--- src/rtl/sadc_pkg.sv ---
package sadc_pkg;

    localparam int BYTE_W       = 8;
    localparam int CNT_W        = $clog2(BYTE_W + 1);
    localparam int TRACK_CLK    = 4;
    localparam int CONV_CLK_EXT = 6;
    localparam int CONV_CLK_INT = BYTE_W;
    localparam int MODE_BIT     = 3;
    localparam int POL_BIT      = 2;
    // position of the mode bit in the shifter once CONV_CLK_EXT bits are in
    localparam int MODE_IDX     = MODE_BIT - (BYTE_W - CONV_CLK_EXT);

    typedef enum logic [2:0] {
        ST_IDLE,
        ST_HUNT,
        ST_SHIFT,
        ST_WAIT,
        ST_XFER
    } phase_e;

    typedef struct packed {
        logic act;    // chip select low (synchronized)
        logic start;  // chip select just fell
        logic rise;   // serial clock rising edge while selected
        logic fall;   // serial clock falling edge while selected
        logic sdi;    // synchronized data input
    } ser_evt_t;

    function automatic logic [BYTE_W-1:0] fmt_result(
        input logic [BYTE_W-1:0] raw,
        input logic              bipolar
    );
        return bipolar ? {~raw[BYTE_W-1], raw[BYTE_W-2:0]} : raw;
    endfunction

endpackage

--- src/rtl/sadc_sync.sv ---
module sadc_sync
    import sadc_pkg::*;
#(
    parameter int SYNC_STAGES = 2
) (
    input  logic     clk,
    input  logic     rst,
    input  logic     cs_n,
    input  logic     sclk,
    input  logic     din,
    output ser_evt_t evt
);
    localparam int SIGS = 3;
    localparam logic [SIGS-1:0] RST_V = 3'b100;

    logic [SYNC_STAGES-1:0][SIGS-1:0] stage;
    logic prev_cs_n;
    logic prev_sclk;
    logic cs_s, sclk_s, din_s;

    always_ff @(posedge clk) begin
        if (rst) begin
            stage     <= {SYNC_STAGES{RST_V}};
            prev_cs_n <= 1'b1;
            prev_sclk <= 1'b0;
        end else begin
            stage[0] <= {cs_n, sclk, din};
            for (int i = 1; i < SYNC_STAGES; i++) begin
                stage[i] <= stage[i-1];
            end
            prev_cs_n <= cs_s;
            prev_sclk <= sclk_s;
        end
    end

    assign {cs_s, sclk_s, din_s} = stage[SYNC_STAGES-1];

    always_comb begin
        evt.act   = ~cs_s;
        evt.start = prev_cs_n & ~cs_s;
        evt.rise  = ~cs_s & sclk_s & ~prev_sclk;
        evt.fall  = ~cs_s & ~sclk_s & prev_sclk;
        evt.sdi   = din_s;
    end

endmodule

--- src/rtl/sadc_ctrl.sv ---
module sadc_ctrl
    import sadc_pkg::*;
(
    input  logic              clk,
    input  logic              rst,
    input  ser_evt_t          evt,
    output logic [BYTE_W-1:0] ctrl_o,
    output logic              ctrl_vld_o,
    output logic              track_o,
    output logic              convert_o,
    output logic              bipolar_o,
    output logic              xfer_o
);
    phase_e             phase;
    logic [CNT_W-1:0]   cnt;
    logic [BYTE_W-1:0]  shreg;
    logic [BYTE_W-1:0]  nxt_byte;

    assign nxt_byte = {shreg[BYTE_W-2:0], evt.sdi};

    always_ff @(posedge clk) begin
        if (rst || !evt.act) begin
            phase      <= ST_IDLE;
            cnt        <= '0;
            shreg      <= '0;
            ctrl_vld_o <= 1'b0;
            track_o    <= 1'b0;
            convert_o  <= 1'b0;
        end else begin
            ctrl_vld_o <= 1'b0;
            track_o    <= 1'b0;
            convert_o  <= 1'b0;
            unique case (phase)
                ST_IDLE: begin
                    if (evt.start) phase <= ST_HUNT;
                end
                ST_HUNT: begin
                    if (evt.rise && evt.sdi) begin
                        shreg <= BYTE_W'(1);
                        cnt   <= CNT_W'(1);
                        phase <= ST_SHIFT;
                    end
                end
                ST_SHIFT: begin
                    if (evt.rise) begin
                        shreg <= nxt_byte;
                        cnt   <= cnt + CNT_W'(1);
                        if (cnt == CNT_W'(BYTE_W - 1)) begin
                            ctrl_vld_o <= 1'b1;
                            phase      <= nxt_byte[MODE_BIT] ? ST_WAIT : ST_XFER;
                        end
                    end else if (evt.fall) begin
                        if (cnt == CNT_W'(TRACK_CLK)) track_o <= 1'b1;
                        if (cnt == CNT_W'(CONV_CLK_EXT) && !shreg[MODE_IDX])
                            convert_o <= 1'b1;
                    end
                end
                ST_WAIT: begin
                    if (evt.fall) begin
                        convert_o <= 1'b1;
                        phase     <= ST_XFER;
                    end
                end
                ST_XFER: ;
                default: phase <= ST_IDLE;
            endcase
        end
    end

    assign ctrl_o    = shreg;
    assign bipolar_o = shreg[POL_BIT];
    assign xfer_o    = (phase == ST_XFER) || (phase == ST_WAIT);

    p_vld_msb_r2: assert property (@(posedge clk) disable iff (rst)
        ctrl_vld_o |-> ctrl_o[BYTE_W-1]);

    p_track_pulse_r5: assert property (@(posedge clk) disable iff (rst)
        track_o |=> !track_o);

    p_strobe_excl_r6: assert property (@(posedge clk) disable iff (rst)
        !(track_o && convert_o));

    p_abort_quiet_r9: assert property (@(posedge clk) disable iff (rst)
        $fell(evt.act) |=> (!track_o && !convert_o && !ctrl_vld_o));

endmodule

--- src/rtl/sadc_out.sv ---
module sadc_out
    import sadc_pkg::*;
(
    input  logic              clk,
    input  logic              rst,
    input  logic              act_i,
    input  logic              fall_i,
    input  logic              load_ok_i,
    input  logic              bipolar_i,
    input  logic              done_i,
    input  logic [BYTE_W-1:0] result_i,
    output logic              dout,
    output logic              dout_en
);
    logic [BYTE_W-1:0] hold;
    logic [BYTE_W-1:0] sr;
    logic              pend;
    logic              dout_r;

    always_ff @(posedge clk) begin
        if (rst || !act_i) begin
            hold   <= '0;
            sr     <= '0;
            pend   <= 1'b0;
            dout_r <= 1'b0;
        end else begin
            if (fall_i) begin
                if (pend) begin
                    dout_r <= hold[BYTE_W-1];
                    sr     <= {hold[BYTE_W-2:0], 1'b0};
                    pend   <= 1'b0;
                end else begin
                    dout_r <= sr[BYTE_W-1];
                    sr     <= {sr[BYTE_W-2:0], 1'b0};
                end
            end
            if (done_i && load_ok_i) begin
                hold <= fmt_result(result_i, bipolar_i);
                pend <= 1'b1;
            end
        end
    end

    assign dout    = dout_r;
    assign dout_en = act_i;

    p_abort_clear_r9: assert property (@(posedge clk) disable iff (rst)
        $fell(act_i) |=> !pend);

    p_early_done_r10: assert property (@(posedge clk) disable iff (rst)
        (done_i && !load_ok_i && !pend) |=> !pend);

endmodule

--- src/rtl/sadc_ctl_if.sv ---
module sadc_ctl_if
    import sadc_pkg::*;
#(
    parameter int SYNC_STAGES = 2
) (
    input  logic              clk,
    input  logic              rst,
    input  logic              cs_n,
    input  logic              sclk,
    input  logic              din,
    input  logic              done_i,
    input  logic [BYTE_W-1:0] result_i,
    output logic              dout,
    output logic              dout_en,
    output logic [BYTE_W-1:0] ctrl_o,
    output logic              ctrl_vld_o,
    output logic              track_o,
    output logic              convert_o
);
    ser_evt_t evt;
    logic     bipolar;
    logic     xfer;

    sadc_sync #(.SYNC_STAGES(SYNC_STAGES)) u_sync (
        .clk  (clk),
        .rst  (rst),
        .cs_n (cs_n),
        .sclk (sclk),
        .din  (din),
        .evt  (evt)
    );

    sadc_ctrl u_ctrl (
        .clk        (clk),
        .rst        (rst),
        .evt        (evt),
        .ctrl_o     (ctrl_o),
        .ctrl_vld_o (ctrl_vld_o),
        .track_o    (track_o),
        .convert_o  (convert_o),
        .bipolar_o  (bipolar),
        .xfer_o     (xfer)
    );

    sadc_out u_out (
        .clk       (clk),
        .rst       (rst),
        .act_i     (evt.act),
        .fall_i    (evt.fall),
        .load_ok_i (xfer),
        .bipolar_i (bipolar),
        .done_i    (done_i),
        .result_i  (result_i),
        .dout      (dout),
        .dout_en   (dout_en)
    );

    p_hiz_idle_r4: assert property (@(posedge clk) disable iff (rst)
        (cs_n && $past(cs_n) && $past(cs_n, 2) && $past(cs_n, 3)) |-> !dout_en);

endmodule

--- config.mk ---
export PLATFORM = sky130hd
export DESIGN_NAME = sadc_ctl_if
export DESIGN_NICKNAME = d
export VERILOG_FILES = /design/src/rtl/sadc_pkg.sv /design/src/rtl/sadc_sync.sv /design/src/rtl/sadc_ctrl.sv /design/src/rtl/sadc_out.sv /design/src/rtl/sadc_ctl_if.sv
export SDC_FILE = /design/constraint.sdc
export NUM_CORES = 1
export LEC_CHECK = 0
export BUFFER_PORTS_ARGS = -buffer_cell sky130_fd_sc_hd__buf_2
export CORE_MARGIN = 4
export CORE_UTILIZATION = 55
export CTS_CLUSTER_SIZE = 28
export DETAILED_ROUTE_END_ITERATION = 10
export PLACE_DENSITY = 0.77
export SETUP_SLACK_MARGIN = 0.02
export SLEW_MARGIN = 30
export SYNTH_ARGS = -nofsm -noshare
export SYNTH_HDL_FRONTEND = slang
export SYNTH_SLANG_ARGS = --single-unit
--- constraint.sdc ---
create_clock -name clk -period 3.6 [get_ports clk]
set_clock_uncertainty 0.2 [all_clocks]
set_input_delay 0.54 -clock clk [delete_from_list [all_inputs] [get_ports clk]]
set_output_delay 0.54 -clock clk [all_outputs]
set_load 0.005 [all_outputs]
==> results.py, run 1 <==
metrics = {
    "pwr": {
        "combPwrFrac": 0.026,
        "p_clk_frac": 0.307,
        "total_power_uw": 725.1,
        "leakage_nw": 0.7611,
        "vdd_drop_max_v": 0.0002765,
        "p_per_area_nw_per_um2": 358.6,
        "switching_share": 0.2207,
        "power.internal_uw": 565.0,
        "p_seq_frac": 0.667,
        "power_switching_uw": 160.1,
    },
    "route": {
        "route.detailed.drc": 0,
        "antenna_left": 0,
        "wl_mm": 3.531,
        "drt_first_pass_iters": 4,
        "wl_per_cell_um": 13.22,
        "viasPerCell": 5.536,
        "via_count": 1478,
        "drt_iter0_drc": 144,
    },
    "die": {
        "fp.dieH_um": 66.01,
        "die_x_um": 66.01,
        "io_pins": 27,
        "floorplan.rows": 20,
        "dieArea_um2": 4357,
        "core_area_um2": 3128,
        "start_util": 0.5916,
    },
    "logic_synthesis": {
        "synth-seq-cells": 43,
        "syn_area_um2": 1851,
        "yosys.area.top_type": "dfxtp_1",
        "yosysWarnings": 0,
        "synth_cell_types": 38,
        "synth_cells": 200,
        "yosys-top-cells-area": "dfxtp_1 47%, mux2i_1 8.1%, nor2_1 5.1%, a21oi_1 4.6%, a211oi_1 3.2%",
        "avgSynthCellArea_um2": 9.253,
        "seq_area_frac_synth": 0.4652,
        "post-synth-top-area-fraction": 0.4652,
        "postSynthNetCount": 217,
    },
    "sta": {
        "rsz0062_at_grt": "false",
        "worstMarginPinSlew_ps": 841.0,
        "setup_viol": 0,
        "tns_ps": 0,
        "hold_viol_final": 0,
        "min_period_over_period": 0.6207,
        "max_freq_mhz": 447.5,
        "slew_violations": 0,
        "period_needed_ps": 2234,
        "slew_headroom": 0.4358,
    },
    "cts": {
        "ctsResizeCount": 0,
        "clk_pin_slew_worst_paths_ps": 110,
        "cts_buffers": 5,
        "cts_tree": "yes",
        "htree_levels": 2,
        "holdBufCountCts": 0,
        "cts_buffer_depth": 2,
        "cts.sink_count": 43,
        "cts_setup_buffers": 0,
        "clkLatencyLatePin_ps": 350,
        "cts-root-buf": "clkbuf_4",
    },
    "worst_hold_path": {
        "worstHoldStart": "cs_n",
        "hp-class": "primary input to flip-flop",
        "hold_end": "u_sync.stage[2]",
        "holdPathStages": 2,
    },
    "finish": {
        "finalInstanceArea_um2": 2022,
        "antennaDiodeCount": 0,
        "layout-drive-gt1-share": 0.1973,
        "instances_no_fill": 267,
        "nets": 239,
        "register_area_um2": 860.8,
        "area_delta_synth_final_pct": 9.263,
        "postLayoutCoreUtil": 0.6464,
        "fill_cells": 280,
        "multi_input_area_um2": 888.4,
    },
    "critical_path": {
        "crit_required_ps": 3650,
        "startpoint_type": "flip-flop",
        "worst-r2r-cell-count": 3,
        "slowest_delay_ps": 730,
        "r2r_end": "u_out.sr[6]",
        "crit_type": "flip-flop to flip-flop",
        "r2r_slack_ps": 1370,
        "crit_family": "buffers and inverters",
        "critPathCaptureType": "flip-flop",
        "critical_path_buf_inv_count": 1,
        "rr_startpoint": "u_sync.cs_s",
        "cp.arrival_ps": 2280,
        "path_cells": "nor2_1, clkinv_1, a211oi_1",
        "critical-path-slowest-cell": "clkinv_1",
        "crit_fanout": 33,
    },
    "placed_design": {
        "port_buffers": 26,
        "gp_congestion": 0.8316,
        "placedInstanceArea_um2": 1968,
        "dp.cells": 259,
        "dp_hpwl_mm": 2.492,
    },
    "status": {
        "outcome": "completed",
    },
    "global_route": {
        "antenna_found_initial": 0,
        "grt_pass1_wl_mm": 6.251,
        "grt_pass1_vias": 1445,
        "overflow": 0,
        "grt_start_max_net_pins": 34,
        "track_usage": 0.1837,
    },
    "run": {
        "maxCapViolCount": 0,
    },
}
-- logic make-up after synthesis --
logic type	synth area share
fa+ha+maj	0.02029
mux	0.08113
buf+inv	0.05476
flops	0.4652
compound gates	0.1305
simple gates	0.2434
xor+xnor	0.004734
-- per-layer routing --
layer | wire length, um | global-route usage
met1 | 1606 | 0.2233
met2 | 1603 | 0.2891
met3 | 239 | 0.07143
met4 | 82 | 0.07614
met5 | 0 | 0
-- stage by stage --
stage / worst slack, ps / hold WS (ps)
2_1_floorplan: 2018 / 189.5
3_3_place_gp: 1616 / 200.3
3_5_place_dp: 1563 / 197.5
4_1_cts: 1628 / 148.9
5_1_grt: 1062 / 146.3
6_report: 1366 / 167.5
-- sequential cells by signal (all words and copies together), names as in the netlist, 3 cells and up --
signal,cells
u_sync.stage,3
u_ctrl.ctrl_o,8
u_ctrl.phase,3
u_out.sr,7
u_ctrl.cnt,4
u_out.hold,8
-- power by group through the flow --
stage          clock network (mW)  logic (mW)  registers, mW
5_1_grt                     0.260      0.0209          0.485
3_3_place_gp                    0      0.0183          0.494
3_5_place_dp                    0      0.0191          0.494
4_1_cts                     0.234      0.0191          0.484
2_1_floorplan                   0      0.0113          0.492
6_report                    0.223      0.0189          0.484
-- worst max path at each step --
stage                   from          endpoint  slack (ps)  depth (start not counted)
4_1_cts          u_sync.cs_s  u_ctrl.convert_o        1630                          3
3_3_place_gp             rst  u_ctrl.convert_o        1620                          4
6_report         u_sync.cs_s       u_out.sr[6]        1370                          3
5_1_grt          u_sync.cs_s       u_out.sr[6]        1060                          3
3_5_place_dp             rst  u_ctrl.convert_o        1560                          4
2_1_floorplan  u_ctrl.cnt[1]   u_ctrl.phase[0]        2020                          5
-- area by class of cell --
type,count,area share
clock buffer,6,0.02042
clock inverter,2,0.006188
inverter,7,0.01300
multi-input combinational,138,0.4394
sequential,43,0.4257
tap,44,0.02723
timing repair buffer,27,0.06807
-- synthesized netlist by cell type (all sizes together) --
master and instances:
a211o 2, ha 3, a32o 1, inv 7, and2 1, nor4b 1
nand2 14, a32oi 1, or3b 1, a21oi 17, nand3b 1, dfxtp 43
nand3 10, o21a 1, nor2 27, or4b 1, buf 8, nor3b 6
nor4 1, nor4bb 2, nor3 1, or2 2, and4 1, o21ai 6
nor2b 7, a211oi 8, a31oi 2, nand2b 2, mux2i 15, a21bo 1
xor2 1, and3b 2, clkbuf 4
-- layout by cell type, fill, tap and decap left out, drive strengths merged, types with 3 or more instances in the layout --
| cell type | n |
|---|---|
| nand2 | 14 |
| ha | 3 |
| nor2b | 7 |
| nor2 | 27 |
| nand3 | 10 |
| a21oi | 17 |
| a211oi | 8 |
| o21ai | 6 |
| inv | 6 |
| nor3b | 6 |
| dfxtp | 43 |
| clkbuf | 6 |
| mux2i | 15 |
| buf | 27 |
No activity file was read; power rests on OpenSTA's default activity.
==> run 2, diff against run 1 <==
==> constraint.sdc (replaced) <==
create_clock -name clk -period 2.3 [get_ports clk]
set_clock_uncertainty 0.2 [all_clocks]
set_input_delay 0.345 -clock clk [delete_from_list [all_inputs] [get_ports clk]]
set_output_delay 0.345 -clock clk [all_outputs]
set_load 0.005 [all_outputs]
==> run 2 against run 1 <==
Effect of this change:
- non-clock buffer count is 4 higher
- critical endpoint is now u_ctrl.cnt[3]
- count of clock-buffer cells in the layout did not move
- flip-flop and latch count is the same
- utilization grew 1.2 points
- critical path depth rose by 1
==> results.py, run 2 (same netlist as run 1, synthesis figures left out) <==
metrics = {
    "status": {
        "outcome": "completed",
    },
    "sta": {
        "slew_headroom": 0.5662,
        "tns_ps": 0,
        "max_freq_mhz": 510.0,
        "rsz0062_at_grt": "false",
        "worstMarginPinSlew_ps": 646.4,
        "period_needed_ps": 1961,
        "setup_viol": 0,
        "min_period_over_period": 0.8524,
        "hold_viol_final": 0,
        "slew_violations": 0,
    },
    "critical_path": {
        "crit_type": "flip-flop to flip-flop",
        "crit_cells": 4,
        "crit_fanout": 15,
        "cp-endpoint": "u_ctrl.cnt[3]",
        "path_cells": "nor2b_1, o21ai_1, o21ai_0, a21oi_1",
        "critical-path-slowest-cell": "dfxtp_1",
        "startpoint_type": "flip-flop",
        "rr_startpoint": "u_ctrl.phase[0]",
        "r2r_slack_ps": 340,
        "worst-r2r-cell-count": 4,
        "critical_path_buf_inv_count": 0,
        "crit_family": "compound AO/OA/AOI/OAI gates",
        "slowest_delay_ps": 640,
        "critPathCaptureType": "flip-flop",
        "cp.arrival_ps": 2050,
        "r2r_end": "u_ctrl.cnt[3]",
        "crit_required_ps": 2390,
        "crit_start": "u_ctrl.phase[0]",
    },
    "placed_design": {
        "placedInstanceArea_um2": 1976,
        "port_buffers": 26,
        "dp.cells": 260,
        "gp_congestion": 0.8708,
        "dp_hpwl_mm": 2.707,
    },
    "cts": {
        "htree_levels": 2,
        "clk_pin_slew_worst_paths_ps": 120,
        "cts_buffer_depth": 2,
        "cts_buffers": 5,
        "cts-root-buf": "clkbuf_4",
        "clkLatencyLatePin_ps": 350,
        "cts.sink_count": 43,
        "cts_tree": "yes",
        "cts_setup_buffers": 0,
    },
    "global_route": {
        "overflow": 0,
        "grt_pass1_wl_mm": 6.630,
        "antenna_found_initial": 0,
        "grt_pass1_vias": 1470,
        "track_usage": 0.1986,
        "grt_start_max_net_pins": 29,
    },
    "die": {
        "core_area_um2": 3128,
        "die_x_um": 66.01,
        "start_util": 0.5916,
        "dieArea_um2": 4357,
        "floorplan.rows": 20,
        "fp.dieH_um": 66.01,
        "io_pins": 27,
    },
    "route": {
        "via_count": 1454,
        "viasPerCell": 5.365,
        "route.detailed.drc": 0,
        "drt_iter0_drc": 94,
        "drt_first_pass_iters": 4,
        "wl_per_cell_um": 14.33,
        "wl_mm": 3.884,
        "antenna_left": 0,
    },
    "finish": {
        "layout-drive-gt1-share": 0.1982,
        "instances_no_fill": 271,
        "layout_common_cells": "43 x dfxtp_1, 26 x buf_2, 25 x nor2_1",
        "antennaDiodeCount": 0,
        "layout_commonest_cell": "dfxtp_1",
        "nets": 243,
        "finalInstanceArea_um2": 2059,
        "area_delta_synth_final_pct": 11.29,
    },
    "run": {
        "maxCapViolCount": 0,
    },
    "pwr": {
        "vdd_drop_max_v": 0.0004048,
        "total_power_mw": 1.148,
        "p_per_area_nw_per_um2": 557.4,
        "leakage_nw": 0.7783,
    },
    "worst_hold_path": {
        "worstHoldStart": "result_i[5]",
        "hp-class": "primary input to flip-flop",
        "holdPathStages": 3,
    },
}
run 2: cell count changes in the layout (fill, tap and decap cells not counted), sizes merged:
cell	previous run	this run
buf	27	28
clkinv	2	1
dlygate4sd3	0	3
inv	6	7
run 2: timing repair:
item	in CTS	in global routing
hold endpoints to repair	3	0
hold buffers	3	0
resized for setup	0	0
run 2: how the worst min path moves through the flow:
stage / end / slack [ps]
floorplan: u_sync.cs_s / 190
global placement: u_sync.cs_s / 200
detailed placement: u_sync.cs_s / 220
CTS: u_out.hold[2] / 10
global route: u_out.hold[5] / 20
finish: u_out.hold[5] / 20
run 2: report_power, final:
group / leakage, nW / internal, mW / total (mW) / switching [mW]
Combinational: 0.402 / 0.0199 / 0.0350 / 0.0151
Clock: 0.0282 / 0.118 / 0.356 / 0.238
Sequential: 0.348 / 0.751 / 0.757 / 0.00665
run 2: per-layer routing:
layer / global-route usage / vias to the layer above / part of all wire
met5: 0 / - / 0
met4: 0.09898 / 0 / 0.023
met3: 0.04932 / 9 / 0.054
met2: 0.3304 / 37 / 0.48
met1: 0.2368 / 665 / 0.44
li1: - / 743 / -
run 2: area by class of cell:
cell class                      count  area [um2]
Timing Repair Buffer               31       175.2
Clock inverter                      2       12.51
Clock buffer                        6       41.29
Fill cell                         274        1069
Multi-Input combinational cell    138       888.4
Inverter                            7       26.28
Sequential cell                    43       860.8
Tap cell                           44       55.05
run 2: worst register-to-register path, delay by kind of cell (launching register included):
| family | cells | cell delay [ps] |
|---|---|---|
| and+or+nand+nor | 1 | 150 |
| AOI/OAI and AO/OA | 3 | 910 |
| DFF | 1 | 640 |
run 2: through the flow:
stage	hold slack [ps]	utilization	worst slack [ps]
CTS	9.716	0.6584	366.4
detailed placement	218.2	0.6316	410.8
global placement	201.2	0.6316	531.5
finish	17.95	0.6584	339.4
global route	18.33	0.6584	179.2
floorplan	189.5	-	718.2
